`config.mk`:
```
export PLATFORM = sky130hd
export DESIGN_NAME = dma_bus_mode_ctrl
export DESIGN_NICKNAME = d
export VERILOG_FILES = /design/src/rtl/dma_mode_pkg.sv /design/src/rtl/dma_own_policy.sv /design/src/rtl/dma_addr_seq.sv /design/src/rtl/dma_word_buf.sv /design/src/rtl/dma_bus_mode_ctrl.sv
export SDC_FILE = /design/constraint.sdc
export NUM_CORES = 1
export LEC_CHECK = 0
export CAP_MARGIN = 20
export CORE_ASPECT_RATIO = 1.5
export CORE_UTILIZATION = 43
export CTS_BUF_LIST = sky130_fd_sc_hd__clkbuf_16
export DETAILED_ROUTE_END_ITERATION = 12
export PLACE_DENSITY_LB_ADDON = 0.1
export SKIP_CTS_REPAIR_TIMING = 1
export SLEW_MARGIN = 20
export SYNTH_ARGS = -nofsm -noshare
export SYNTH_HDL_FRONTEND = slang
export SYNTH_SLANG_ARGS = --single-unit
export TNS_END_PERCENT = 5
```
`constraint.sdc`:
```
create_clock -name clk -period 2.3 [get_ports clk]
set_input_delay 0.46 -clock clk [delete_from_list [all_inputs] [get_ports clk]]
set_output_delay 0.46 -clock clk [all_outputs]
set_load 0.05 [all_outputs]
```
`src/rtl/dma_mode_pkg.sv`:
```
package dma_mode_pkg;
  typedef enum logic [1:0] {
    MODE_STEAL     = 2'd0,
    MODE_BURST     = 2'd1,
    MODE_IDLE_ONLY = 2'd2,
    MODE_RSVD      = 2'd3
  } dma_mode_e;

  typedef enum logic [1:0] {
    ST_IDLE = 2'd0,
    ST_ARB  = 2'd1,
    ST_RD   = 2'd2,
    ST_WR   = 2'd3
  } xfer_state_e;
endpackage

```
`src/rtl/dma_own_policy.sv`:
```
module dma_own_policy
  import dma_mode_pkg::*;
(
  input  dma_mode_e mode,
  input  logic      cpu_req,
  input  logic      cpu_idle,
  output logic      may_take,
  output logic      hold_tenure
);
  always_comb begin
    unique case (mode)
      MODE_IDLE_ONLY: may_take = cpu_idle && !cpu_req;
      default:        may_take = !cpu_req;
    endcase
    hold_tenure = (mode == MODE_BURST);
  end
endmodule

```
`src/rtl/dma_addr_seq.sv`:
```
module dma_addr_seq #(
  parameter int AW = 8,
  parameter int CW = 8
) (
  input  logic          clk,
  input  logic          rst,
  input  logic          load,
  input  logic [AW-1:0] load_src,
  input  logic [AW-1:0] load_dst,
  input  logic [CW-1:0] load_cnt,
  input  logic          step,
  output logic [AW-1:0] src_addr,
  output logic [AW-1:0] dst_addr,
  output logic [AW-1:0] src_next,
  output logic          last
);
  localparam logic [CW-1:0] ONE_WORD = CW'(1);

  logic [CW-1:0] remaining;

  always_ff @(posedge clk) begin
    if (rst) begin
      src_addr  <= '0;
      dst_addr  <= '0;
      remaining <= '0;
    end else if (load) begin
      src_addr  <= load_src;
      dst_addr  <= load_dst;
      remaining <= load_cnt;
    end else if (step) begin
      src_addr  <= src_addr + AW'(1);
      dst_addr  <= dst_addr + AW'(1);
      remaining <= remaining - ONE_WORD;
    end
  end

  assign src_next = src_addr + AW'(1);
  assign last     = (remaining == ONE_WORD);
endmodule

```
`src/rtl/dma_word_buf.sv`:
```
module dma_word_buf #(
  parameter int DW = 16
) (
  input  logic          clk,
  input  logic          rst,
  input  logic          capture,
  input  logic [DW-1:0] din,
  output logic [DW-1:0] dout
);
  always_ff @(posedge clk) begin
    if (rst)          dout <= '0;
    else if (capture) dout <= din;
  end
endmodule

```
`src/rtl/dma_bus_mode_ctrl.sv`:
```
module dma_bus_mode_ctrl
  import dma_mode_pkg::*;
#(
  parameter int AW = 8,
  parameter int DW = 16,
  parameter int CW = 8
) (
  input  logic          clk,
  input  logic          rst,
  input  logic          start,
  input  logic [1:0]    cfg_mode,
  input  logic [AW-1:0] cfg_src,
  input  logic [AW-1:0] cfg_dst,
  input  logic [CW-1:0] cfg_count,
  input  logic          cpu_req,
  input  logic          cpu_idle,
  output logic          dma_req,
  output logic          dma_own,
  output logic          bus_valid,
  output logic          bus_we,
  output logic [AW-1:0] bus_addr,
  output logic [DW-1:0] bus_wdata,
  input  logic          bus_ready,
  input  logic [DW-1:0] bus_rdata,
  output logic          done
);
  xfer_state_e   state;
  dma_mode_e     mode_q;
  logic          may_take;
  logic          hold_tenure;
  logic          load;
  logic          step;
  logic          last;
  logic [AW-1:0] src_addr;
  logic [AW-1:0] dst_addr;
  logic [AW-1:0] src_next;

  assign load = (state == ST_IDLE) && start && (cfg_count != '0);
  assign step = (state == ST_WR) && bus_ready;

  dma_own_policy i_policy (
    .mode        (mode_q),
    .cpu_req     (cpu_req),
    .cpu_idle    (cpu_idle),
    .may_take    (may_take),
    .hold_tenure (hold_tenure)
  );

  dma_addr_seq #(.AW(AW), .CW(CW)) i_seq (
    .clk      (clk),
    .rst      (rst),
    .load     (load),
    .load_src (cfg_src),
    .load_dst (cfg_dst),
    .load_cnt (cfg_count),
    .step     (step),
    .src_addr (src_addr),
    .dst_addr (dst_addr),
    .src_next (src_next),
    .last     (last)
  );

  dma_word_buf #(.DW(DW)) i_buf (
    .clk     (clk),
    .rst     (rst),
    .capture ((state == ST_RD) && bus_ready),
    .din     (bus_rdata),
    .dout    (bus_wdata)
  );

  always_ff @(posedge clk) begin
    if (rst) begin
      state     <= ST_IDLE;
      mode_q    <= MODE_STEAL;
      dma_req   <= 1'b0;
      dma_own   <= 1'b0;
      bus_valid <= 1'b0;
      bus_we    <= 1'b0;
      bus_addr  <= '0;
      done      <= 1'b0;
    end else begin
      done <= 1'b0;
      unique case (state)
        ST_IDLE: begin
          if (start) begin
            if (cfg_count == '0) begin
              done <= 1'b1;
            end else begin
              mode_q  <= dma_mode_e'(cfg_mode);
              dma_req <= 1'b1;
              state   <= ST_ARB;
            end
          end
        end
        ST_ARB: begin
          if (may_take) begin
            dma_req   <= 1'b0;
            dma_own   <= 1'b1;
            bus_valid <= 1'b1;
            bus_we    <= 1'b0;
            bus_addr  <= src_addr;
            state     <= ST_RD;
          end
        end
        ST_RD: begin
          if (bus_ready) begin
            bus_we   <= 1'b1;
            bus_addr <= dst_addr;
            state    <= ST_WR;
          end
        end
        ST_WR: begin
          if (bus_ready) begin
            bus_we <= 1'b0;
            if (last) begin
              bus_valid <= 1'b0;
              dma_own   <= 1'b0;
              done      <= 1'b1;
              state     <= ST_IDLE;
            end else if (hold_tenure) begin
              bus_addr <= src_next;
              state    <= ST_RD;
            end else begin
              bus_valid <= 1'b0;
              dma_own   <= 1'b0;
              dma_req   <= 1'b1;
              state     <= ST_ARB;
            end
          end
        end
        default: state <= ST_IDLE;
      endcase
    end
  end
endmodule

```
==> reports/qor.csv, run 1 <==
metric;value;unit
vias_per_cell;5.28;
clk_pin_slew;0.07;ns
cp-end-kind;flop;
fin_nets;485;
grt_util_met3;4.07;%
synth_seq_area_share;40.0;%
diodes;0;
slew_headroom;63.7;%
drt_iter0_markers;94;
clk_latency;0.29;ns
cts_tree;done;
rows;35;
grt_use_met1;24.3;%
post-route-cell-area;0.00395;sq mm
yosysWarnings;0;
placed_area;0.00376;sq mm
final_common_cell;clkdlybuf4s50_1;
grt_pass1_vias;2389;
synth_edf_count;0;
grtUsageTotal;20.4;%
finalWirelength;6.71;mm
peakVddDrop;0.578;mV
holdWs;0.454;ns
num_vias;2654;
synth_ff_type;dfxtp_1;
tightest_slew;0.545;ns
setup_viol;0;
netlist_instances;341;
ys_ff_latch;56;
use_met2;34.9;%
io_pins;77;
yosysUniqueCellTypes;45;
cts-root-buf;clkbuf_16;
synth_compound_area_share;20.1;%
die_area;0.00686;sq mm
outcome;finished, final reports clean;
ant_nets;0;
wire_per_inst;13.3;um
drive_gt1_share;10.7;%
max_freq;453;MHz
synth_nets;398;
final_cell_mix;clkdlybuf4s50_1 (75), dfxtp_1 (55), nand2_1 (53);
drt-pass1-iter-count;4;
io_buffers;76;
nFillCells;564;
hold_violations;0;
muxShareOfSynthArea;2.54;%
post-route-period-util;96.1;%
maxCapViolations;0;
tns;0;ns
synth_top_family_by_area;simple AND/OR/NAND/NOR gates;
required;2.53;ns
drc_errors;0;
cts_sinks;56;
start_util;45.1;%
area_delta_synth_final;40.7;%
layout_min_cycle_time;2.21;ns
async_flop_share;0;%
maxSlewViolCount;0;
crit_type;flop to flop;
synth_xor_area_share;6.56;%
gp_congestion;0.868;
die_h;101;um
grt-busiest-layer;met2;
hold_class;flop to flop;
reg2reg_slack;0.09;ns
clock_skew;0.00428;ns
crit_path_max_fanout;14;
cp-start-kind;flop;
overflow;0;
grt_pass1_wl;10.8;mm
hpwl;4.95;mm
h-tree-depth;2;
syn_avg_cell_area;8.23;sq um
arrival;2.43;ns
synthAdderAreaFrac;4.01;%
antenna_found_initial;0;
final_core_util;63.5;%
p_leak;1.43;nW
cts_max_path_buffers;2;
grt_start_max_net_pins;42;
syn_area;0.00281;sq mm
die_width;67.9;um
synthSimpleGateAreaFrac;21.9;%
powerDensity;1010;mW/mm^2
core_area;0.00622;sq mm
numCtsBuffers;5;
worst max-delay path, cell delays in order, from the launching register on:
cell,delay (ns)
dfxtp_1,0.37
ha_1,0.27
and2_1,0.17
a221o_1,0.28
or4_1,0.53
buf_6,0.18
a31o_2,0.22
a21oi_1,0.12
synthesized netlist by cell type, types with 2 or more instances:
library cell,n,area [sq um]
nand2b_1,2,12.5
buf_2,3,15.0
a221oi_2,3,45.0
nor3_1,13,65.1
mux2i_1,6,60.1
or3_1,2,12.5
xnor2_1,14,123
a211oi_1,21,158
a311oi_1,3,26.3
nor2b_1,4,25.0
nand3_1,5,25.0
o21ai_0,7,35.0
o21a_1,2,15.0
nand2_1,53,199
or4_1,5,37.5
and4_1,2,17.5
xor2_1,7,61.3
a22oi_1,2,15.0
inv_1,9,33.8
nor4_1,2,12.5
dfxtp_1,56,1120
clkbuf_1,17,63.8
a221o_1,3,30.0
o211ai_1,3,22.5
nor2_1,39,146
ha_1,9,113
a21o_1,4,30.0
and2_1,4,25.0
a21oi_1,25,125
flip-flops by register name, indices dropped and copies added (netlist names):
register / count
bus_addr: 8
bus_valid: 1
bus_we: 1
dma_req: 1
done: 1
i_buf.dout: 16
i_seq.dst_addr: 8
i_seq.remaining: 8
i_seq.src_addr: 8
mode_q: 2
state: 2
worst paths after layout:
kind | endpoint | cells after the start | startpoint
setup / recovery | bus_addr[6] | 7 | state[0]
hold / removal | i_buf.dout[11] | 2 | i_buf.dout[11]
setup reg to reg | bus_addr[6] | 7 | state[0]
hold reg to reg | i_buf.dout[11] | 2 | i_buf.dout[11]
metal layers:
| metal | vias to the layer above | part of all wire [%] |
|---|---|---|
| li1 | 1367 | - |
| met1 | 1197 | 43 |
| met2 | 81 | 49 |
| met3 | 9 | 5.8 |
| met4 | 0 | 1.6 |
| met5 | - | 0 |
cell type report:
cell class	instances	area [sq um]	area share, %
sequential	56	1120	28.4
inverter	11	41.3	1.05
tap	74	92.6	2.35
timing repair buffer	102	967	24.5
multi-input combinational	252	1560	39.4
clock inverter	3	42.5	1.08
clock buffer	5	125	3.17
through the flow:
step | power [mW] | std cells | setup slack [ns]
after floorplan | 2.55 | 341 | 0.127
after global placement | 3.08 | 495 | -0.137
after detailed placement | 3.10 | 495 | -0.189
after CTS | 3.98 | 503 | 0.0482
after global routing | 4.25 | 503 | -0.0445
final | 3.99 | 503 | 0.0903
logic make-up after synthesis:
logic type	count (synthesis)
buffers and inverters	33
AO/OA/AOI/OAI	80
XOR/XNOR	21
flip-flops	56
AND/OR/NAND/NOR	135
adder cells (fa/ha/maj)	9
multiplexers	7
power by group:
part / switching, mW / total [mW] / internal, mW / leakage, nW
sequential: 0.198 / 1.39 / 1.19 / 0.459
combinational: 0.973 / 1.75 / 0.773 / 0.889
clock: 0.346 / 0.857 / 0.512 / 0.0798
total: 1.52 / 3.99 / 2.47 / 1.43
Power figures use the tool's default switching activity.
==> run 2: changes to the inputs <==
--- a/config.mk
+++ b/config.mk
@@ -11,7 +11,6 @@
 export CTS_BUF_LIST = sky130_fd_sc_hd__clkbuf_16
 export DETAILED_ROUTE_END_ITERATION = 12
 export PLACE_DENSITY_LB_ADDON = 0.1
-export SKIP_CTS_REPAIR_TIMING = 1
 export SLEW_MARGIN = 20
 export SYNTH_ARGS = -nofsm -noshare
 export SYNTH_HDL_FRONTEND = slang
==> results of run 2 <==
The final DEF is identical to that of run 1; final timing and power are the same.
==> run 3: changes to the inputs <==
--- a/config.mk
+++ b/config.mk
@@ -7,7 +7,7 @@
 export LEC_CHECK = 0
 export CAP_MARGIN = 20
 export CORE_ASPECT_RATIO = 1.5
-export CORE_UTILIZATION = 43
+export CORE_UTILIZATION = 48
 export CTS_BUF_LIST = sky130_fd_sc_hd__clkbuf_16
 export DETAILED_ROUTE_END_ITERATION = 12
 export PLACE_DENSITY_LB_ADDON = 0.1
==> constraint.sdc (replaced) <==
create_clock -name clk -period 2.5 [get_ports clk]
set_input_delay 0.5 -clock clk [delete_from_list [all_inputs] [get_ports clk]]
set_output_delay 0.5 -clock clk [all_outputs]
set_load 0.05 [all_outputs]
==> run 3 against run 2 <==
Effect of this change:
- die area fell by 10%
- via count decreased by 0.60%
- maximum frequency is 2.8% lower
- non-clock buffer count decreased by 10
- clock skew increased by 0.0018 ns
- sequential share of layout area is 0.84 points higher
- design area fell by 3.0%
- hold slack is essentially flat
- critical path depth up 1
- global-route usage is 2.1 points higher
- count of clock-buffer cells in the layout unchanged
- final cell count fell by 3.0%
- largest cell class unchanged
==> reports/qor.csv, run 3 (synthesis gave the netlist of run 1 again) <==
metric;value;unit;change
p_total;3.44;mW;-14%
maxSlewViolCount;0;;unchanged
post-route-period-util;90.9;%;-5.1 points
outcome;finished, final reports clean;;
cp-end-kind;flop;;
hold_violations;0;;unchanged
peakVddDrop;0.500;mV;-14%
clk_latency;0.29;ns;about the same
h-tree-depth;2;;unchanged
final_common_cell;clkdlybuf4s50_1;;
cts-resized-gates;0;;
powerDensity;898;mW/mm^2;-11%
die_width;64.4;um;-5.2%
intPower;2.11;mW;-15%
drive_gt1_share;7.42;%;-3.3 points
cts_tree;done;;
grt_pass1_wl;11.0;mm;+2.2%
grtUsageTotal;22.5;%;+2.1 points
p_leak;1.37;nW;-3.8%
cts_max_path_buffers;2;;unchanged
comb_power_share;44.2;%;+0.4 points
drc_errors;0;;unchanged
clock_skew;0.00607;ns;+0.00179 ns
start_util;50.7;%;+5.6 points
cts-hold-fix-buffers;0;;
p_switching;1.33;mW;-12%
ant_nets;0;;unchanged
drt_iter0_markers;62;;-34%
diodes;0;;unchanged
top_register;i_buf.dout;;
layout_min_cycle_time;2.27;ns;+0.0635 ns
tightest_slew;0.614;ns;+0.0686 ns
io_buffers;76;;unchanged
die_h;95.6;um;-5.2%
drt-pass1-iter-count;4;;unchanged
largest_reg_flops;16;;unchanged
post-route-cell-area;0.00383;sq mm;-3.0%
switching_share;38.7;%;+0.71 points
cts_sinks;56;;unchanged
clk_pin_slew;0.06;ns;about the same
grt_start_max_net_pins;47;;+12%
pwr-share-seq;37.0;%;+2.3 points
p_clk_share;18.8;%;-2.7 points
hold_class;flop to flop;;
core_area;0.00553;sq mm;-11%
finalWirelength;6.51;mm;-3.0%
die_area;0.00616;sq mm;-10%
wire_per_inst;13.3;um;about the same
gp_congestion;0.914;;+5.3%
io_pins;77;;unchanged
vias_per_cell;5.41;;+2.5%
post-cts-setup-buffers;0;;
max_freq;440;MHz;-2.8%
final_cell_mix;clkdlybuf4s50_1 (75), dfxtp_1 (56), nand2_1 (53);;
num_vias;2638;;-0.60%
arrival;2.41;ns;-0.02 ns
grt_pass1_vias;2445;;+2.3%
fin_nets;475;;-2.1%
required;2.64;ns;+0.11 ns
area_delta_synth_final;36.5;%;
hpwl;4.84;mm;-2.2%
grt_setup_unrepaired;no;;
antenna_found_initial;0;;unchanged
crit_type;flop to flop;;
cp-start-kind;flop;;
overflow;0;;unchanged
pre_cts_ws;-0.0532;ns;+0.136 ns
tns;0;ns;unchanged
cts-root-buf;clkbuf_16;;
rows;33;;-5.7%
numCtsBuffers;5;;unchanged
crit_path_max_fanout;14;;unchanged
maxCapViolations;0;;unchanged
setup_viol;0;;unchanged
placed_area;0.00370;sq mm;-1.8%
slew_headroom;59.1;%;-4.6 points
setup_ws;0.227;ns;+0.137 ns
[run 3: changes by cell type in the layout (fill, tap and decap cells not counted), sizes merged]
cell      delta
bufinv       -1
clkinvlp     -1
buf         -10
inv          +1
[run 3: worst max-delay path, cell delays in order (launching register included)]
cell and delay (ns):
dfxtp_1 0.36, inv_1 0.12, ha_1 0.25, and2_1 0.15
a221o_1 0.27, or4_1 0.50, buf_4 0.21, a21oi_1 0.18
a221oi_2 0.08
[run 3: power groups by stage]
stage	logic [mW]	registers, mW	clock network (mW)
floorplan	0.855	1.49	0
global placement	1.49	1.28	0
detailed placement	1.51	1.29	0
CTS	1.53	1.27	0.669
global route	1.66	1.31	0.702
finish	1.52	1.27	0.648
[run 3: worst paths after layout]
path                       from       endpoint  slack (ns)  cells after the start
hold / removal    i_buf.dout[3]  i_buf.dout[3]        0.45                      2
setup / recovery       state[1]    bus_addr[5]        0.23                      8
setup reg to reg       state[1]    bus_addr[5]        0.23                      8
hold reg to reg   i_buf.dout[3]  i_buf.dout[3]        0.45                      2
[run 3: per-stage QoR]
stage                     hold WS (ns)  utilization, %  cells
after floorplan                  0.479               -    341
after global routing             0.468            69.2    488
after global placement           0.441            66.8    481
after CTS                        0.455            69.2    488
after detailed placement         0.446            66.8    481
final                            0.454            69.2    488
[run 3: cell type report]
class | count | area, sq um
Tap cell | 70 | 87.6
Timing Repair Buffer | 92 | 901
Clock buffer | 5 | 125
Fill cell | 457 | 1700
Inverter | 11 | 41.3
Multi-Input combinational cell | 252 | 1550
Clock inverter | 2 | 8.76
Sequential cell | 56 | 1120
[run 3: routing by layer]
metal  vias up  GRT usage, %  share of wire (%)
li1       1354             -                  -
met1      1187          26.5                 44
met2        89          40.2                 50
met3         8          4.43                5.1
met4         0          7.78               0.97
met5         -             0                  0
